$ cat config.mk
export PLATFORM = sky130hd
export DESIGN_NAME = clkph_gen
export DESIGN_NICKNAME = d
export VERILOG_FILES = /design/src/rtl/clkph_pkg.sv /design/src/rtl/clkph_pos_ctr.sv /design/src/rtl/clkph_decode_reg.sv /design/src/rtl/clkph_gen.sv
export SDC_FILE = /design/constraint.sdc
export NUM_CORES = 1
export LEC_CHECK = 0
export BUFFER_PORTS_ARGS = -buffer_cell sky130_fd_sc_hd__clkbuf_2
export CAP_MARGIN = 20
export CORE_AREA = 2 2 39 41
export DETAILED_ROUTE_END_ITERATION = 10
export DIE_AREA = 0 0 41 43
export GPL_ROUTABILITY_DRIVEN = 0
export PLACE_DENSITY = 0.38
export SYNTH_ARGS = -nofsm -noshare
export SYNTH_HDL_FRONTEND = slang
export SYNTH_SLANG_ARGS = --single-unit
$ cat constraint.sdc
create_clock -name clk_i -period 1.3 [get_ports clk_i]
set_clock_uncertainty 0.15 [all_clocks]
set_input_delay 0.065 -clock clk_i [delete_from_list [all_inputs] [get_ports clk_i]]
set_output_delay 0.065 -clock clk_i [all_outputs]
set_load 0.02 [all_outputs]
$ cat src/rtl/clkph_pkg.sv
package clkph_pkg;

    localparam int unsigned HALVES = 4;
    localparam int unsigned POS_W  = $clog2(HALVES);

    typedef logic [POS_W-1:0] pos_t;

    typedef struct packed {
        logic phi1;
        logic phi2;
        logic slow_a;
        logic slow_bn;
        logic cyc_odd;
    } phase_set_t;

    // Position 0 is the first phase of an even processor cycle.
    function automatic phase_set_t pos_decode(input pos_t pos);
        phase_set_t r;
        r.phi1    = ~pos[0];
        r.phi2    =  pos[0];
        r.slow_a  = (pos == pos_t'(0));
        r.slow_bn = (pos != pos_t'(2));
        r.cyc_odd =  pos[1];
        return r;
    endfunction

endpackage

$ cat src/rtl/clkph_pos_ctr.sv
module clkph_pos_ctr
    import clkph_pkg::*;
(
    input  logic clk_i,
    input  logic rst_i,
    input  logic adv_i,
    output pos_t pos_next_o
);

    pos_t pos_q;

    always_comb begin
        if (rst_i)
            pos_next_o = '0;
        else if (adv_i)
            pos_next_o = pos_q + pos_t'(1);
        else
            pos_next_o = pos_q;
    end

    always_ff @(posedge clk_i) begin
        pos_q <= pos_next_o;
    end

endmodule

$ cat src/rtl/clkph_decode_reg.sv
module clkph_decode_reg
    import clkph_pkg::*;
(
    input  logic       clk_i,
    input  logic       rst_i,
    input  logic       adv_i,
    input  pos_t       pos_next_i,
    output phase_set_t ph_o
);

    always_ff @(posedge clk_i) begin
        if (rst_i)
            ph_o <= pos_decode(pos_t'(0));
        else if (adv_i)
            ph_o <= pos_decode(pos_next_i);
    end

endmodule

$ cat src/rtl/clkph_gen.sv
module clkph_gen
    import clkph_pkg::*;
(
    input  logic clk_i,
    input  logic rst_i,
    input  logic adv_i,
    output logic phi1_o,
    output logic phi2_o,
    output logic slow_a_o,
    output logic slow_bn_o,
    output logic cyc_odd_o
);

    pos_t       pos_next;
    phase_set_t ph;

    clkph_pos_ctr u_ctr (
        .clk_i      (clk_i),
        .rst_i      (rst_i),
        .adv_i      (adv_i),
        .pos_next_o (pos_next)
    );

    clkph_decode_reg u_dec (
        .clk_i      (clk_i),
        .rst_i      (rst_i),
        .adv_i      (adv_i),
        .pos_next_i (pos_next),
        .ph_o       (ph)
    );

    assign phi1_o    = ph.phi1;
    assign phi2_o    = ph.phi2;
    assign slow_a_o  = ph.slow_a;
    assign slow_bn_o = ph.slow_bn;
    assign cyc_odd_o = ph.cyc_odd;

endmodule

Word-level counts from Yosys, hierarchy flattened
Index checks and enable logic that the tools add are counted.
{ "totals": {"reg_bits": 7, "wordCells": 12, "output_inout_bits": 5, "input_bits": 3} }
{ "classes": {"n_reduce_logical": 1, "add_sub_neg": 1, "muxes": 2, "eq_ne": 1, "bitwise_logic": 1} }
{ "op_table": {"columns": ["cell", "count"], "rows": [
  ["2-bit 2-to-1 mux", 2],
  ["2-bit by 1-bit adder with 2-bit output, second input constant", 1],
  ["2-bit logical NOT", 1],
  ["2-bit inequality test, second input constant", 1],
  ["1-bit inverter", 1]
]} }

Logic depth before layout (Yosys ltp)
{ "depth": {"word_depth": 4, "depth_mapped": 3, "depth_no_buf": 2} }

Cells and area by module
Synthesis repeated with hierarchy kept, for this count alone.
{ "unflattened": {"cells_unflattened": 26, "hier_area_um2": 266.5} }
{ "modules_own_cells": {"columns": ["module", "instances", "seq_area_each_um2", "cells_each", "area_each_um2"], "rows": [
  ["clkph_decode_reg", 1, 100.1, 19, 187.7],
  ["clkph_pos_ctr", 1, 40.0, 7, 78.8]
]} }

Worst setup path after synthesis
Ideal clock, no wire load.
{ "synth_timing": {"path_kind": "register -> register", "startpoint": "register, netlist name u_dec.ph_o[2]", "endpoint": "register u_dec.ph_o[2] in the netlist's numbering", "period_less_slack_ns": 1.059, "path_slack_ns": 0.241, "required_ns": 1.028, "t_arrival_ns": 0.787, "setup_time_ns": 0.122, "stages_incl_launch_ff": 3, "n_path_buf": 0, "cell_sequence": "dfxtp_1 > nor2b_1 > a311o_1"} }
{ "synth_lines": {"columns": ["item", "line", "rtl"], "rows": [
  ["to (signal assigned)", "clkph_decode_reg.sv:13", "ph_o <= pos_decode(pos_t'(0));"],
  ["to (signal assigned)", "clkph_decode_reg.sv:15", "ph_o <= pos_decode(pos_next_i);"],
  ["to (decl)", "clkph_decode_reg.sv:8", "output phase_set_t ph_o"]
]} }

Worst setup path after layout
{ "layout_timing": {"startpoint": "input port rst_i", "endpoint": "register u_dec.ph_o[4] in the netlist's numbering"} }
{ "layout_between": {"elab_chain_cells": 2} }
{ "layout_lines": {"columns": ["item", "line", "rtl"], "rows": [
  ["from (decl)", "clkph_gen.sv:5", "input logic rst_i,"],
  ["2-bit 2-to-1 mux", "clkph_pos_ctr.sv:13", "if (rst_i)"],
  ["1-bit inverter", "clkph_pkg.sv:19", "r.phi1 = ~pos[0];"]
]} }
Parallel ways exist; a longest one is shown, timed or not.
A chain may end at the register's enable or synchronous reset.

==> results.json <==
{
  "rsz0062_at_grt": "no",
  "net-switching-power_mw": 0.134,
  "ctsHtreeMaxLevel": 1,
  "cp-start-kind": "input pin",
  "die_area_mm2": 0.00176,
  "hold_ws_ns": 0.0188,
  "r2r-start": "u_ctr.pos_q[0]",
  "critPathKind": "input pin to flop",
  "seq_area_frac_synth": 0.528,
  "period_needed_ns": 1.05,
  "syn_area_per_cell_um2": 10.6,
  "reg2reg_to": "u_dec.ph_o[1]",
  "synth_edf_count": 0,
  "grt_pass1_wl_um": 745,
  "num_vias": 200,
  "n_antenna_cell": 0,
  "area_delta_synth_final_pct": 27.4,
  "ant_nets": 0,
  "placed_area_um2": 302,
  "status": "finished, final reports clean",
  "rows": 14,
  "drv_cap": 0,
  "synthFlopType": "dfxtp_1",
  "core_area_mm2": 0.00138,
  "port_buffers": 7,
  "p_per_area_mw_per_mm2": 1520,
  "numClockSinks": 7,
  "die_w_um": 41,
  "cts_buffer_depth": 2,
  "fmax_ghz": 0.953,
  "whs_endpoint": "u_dec.ph_o[0]",
  "drt_iter0_drc": 1,
  "initial_utilization": 0.192,
  "crit_family": "buffers and inverters",
  "p_leak_nw": 0.140,
  "combinationalPowerShare": 0.132,
  "grt_overflow": 0,
  "vias_per_cell": 3.92,
  "grtUsageTotal": 0.0704,
  "fillCellCount": 151,
  "hold_depth": 2,
  "required_ns": 1.28,
  "intPower_mw": 0.381,
  "wire_per_inst_um": 9.00,
  "period_share": 0.807,
  "nets": 39,
  "end_kind": "flop",
  "cts_tree": "yes",
  "ys_types": 16,
  "root_buffer": "clkbuf_4",
  "cts.reportedPaths.clkPinSlew_ns": 0.06,
  "drive_gt1_frac": 0.314,
  "setup_viol": 0,
  "path_buf_inv": 2,
  "synth_cells": 25,
  "ir_drop_uv": 507,
  "cts_buffers": 3,
  "synth_warnings": 0,
  "first_pass_iters": 2,
  "io_pins": 8,
  "grt_max_degree": 12,
  "min_from": "adv_i",
  "worstPathMaxFanout": 6,
  "rrSetupSlack_ns": 0.29,
  "tns_ns": 0,
  "synth_nets": 28,
  "cp_cell_sequence": "dlygate4sd3_1 -> clkbuf_2 -> a21oi_1 -> o21ai_0",
  "first_global_vias": 173,
  "synthArstFlopShare": 0,
  "slew_violations": 0,
  "p_seq_frac": 0.478,
  "design_area_um2": 338,
  "mappedNetlistArea_um2": 265,
  "slew_headroom": 0.842,
  "die_h_um": 43,
  "drc_errors": 0,
  "rr_worst_depth": 2,
  "critPathMaxStageDelay_ns": 0.53,
  "clkPwrFrac": 0.390,
  "ys_seq_elements": 7,
  "slowest_stage": "dlygate4sd3_1",
  "clkLatencyLatePin_ns": 0.25,
  "tightest_slew_ns": 0.237,
  "min_path_type": "input pin to flop",
  "antenna_found_initial": 0,
  "detail_route.wirelength_um": 459,
  "worstPathArrival_ns": 1.02,
  "final-hold-violation-count": 0,
  "switching_share": 0.260
}
sequential cells by signal (all words and copies together), names as in the netlist:
| register | flops |
|---|---|
| u_ctr.pos_q | 2 |
| u_dec.ph_o | 5 |
metrics by stage:
step           total power [mW]  worst slack (ns)  cells  utilization
2_1_floorplan             0.302             0.241     25            -
3_3_place_gp              0.315             0.310     46        0.218
3_5_place_dp              0.317             0.306     46        0.218
4_1_cts                   0.526             0.248     51        0.244
5_1_grt                   0.549             0.179     51        0.244
6_report                  0.515             0.251     51        0.244
area by class of cell:
class,instances,area (µm²),area share
Inverter,1,3.75,0.0111
Tap cell,16,20.0,0.0593
Timing Repair Buffer,8,45.0,0.133
Sequential cell,7,140,0.415
Clock buffer,4,26.3,0.0778
Multi-Input combinational cell,15,103,0.304
worst max path at each step:
stage                   start       endpoint  slack (ns)  cells after the start
2_1_floorplan   u_dec.ph_o[2]  u_dec.ph_o[2]        0.24                      2
3_3_place_gp   u_ctr.pos_q[0]  u_dec.ph_o[1]        0.31                      2
3_5_place_dp   u_ctr.pos_q[0]  u_dec.ph_o[1]        0.31                      2
4_1_cts                 rst_i  u_dec.ph_o[4]        0.25                      4
5_1_grt                 rst_i  u_dec.ph_o[4]        0.18                      4
6_report                rst_i  u_dec.ph_o[4]        0.25                      4
kinds of logic after synthesis:
family,Yosys count,synth area share
and+or+nand+nor,5,0.104
xor gates and xnor gates,2,0.0660
DFF,7,0.528
AOI/OAI and AO/OA,8,0.217
buffers and inverters,3,0.0849
cells in the final DEF, fill, tap and decap left out, types with 2 or more instances in the layout:
cell type / netlist / layout
a21oi_1: 2 / 2
clkbuf_4: 0 / 3
xnor2_1: 2 / 2
dfxtp_1: 7 / 7
nor2_1: 2 / 2
clkbuf_2: 0 / 7
worst register-to-register path, cell delays in order, from the launching register on:
cell and delay (ns):
dfxtp_1 0.45, nand3b_1 0.14, a21o_1 0.17
power by group through the flow:
stage,Clock [mW],Combinational [mW],Sequential (mW)
after global routing,0.225,0.0754,0.249
final,0.201,0.0680,0.246
after global placement,0,0.0654,0.250
after floorplan,0,0.0421,0.260
after detailed placement,0,0.0662,0.251
after CTS,0.211,0.0689,0.246
layer usage:
| metal | global-route usage | part of all wire | vias to the layer above |
|---|---|---|---|
| li1 | - | - | 104 |
| met1 | 0.0841 | 0.53 | 87 |
| met2 | 0.0813 | 0.35 | 9 |
| met3 | 0.0785 | 0.12 | 0 |
| met4 | 0.0200 | 0 | 0 |
| met5 | 0 | 0 | - |
synthesized netlist by cell type (all sizes together) (2+ instances only):
master / count / area (µm²)
xnor2: 2 / 17.5
buf: 2 / 18.8
dfxtp: 7 / 140
nor2: 2 / 7.51
a21oi: 2 / 10.0
repair_timing:
action / in CTS / in global routing
hold buffers: 1 / 0
setup buffers: 0 / 0
gates resized for setup: 0 / 0
endpoints found under the hold margin: 6 / 0
No activity file was read; power rests on OpenSTA's default activity.
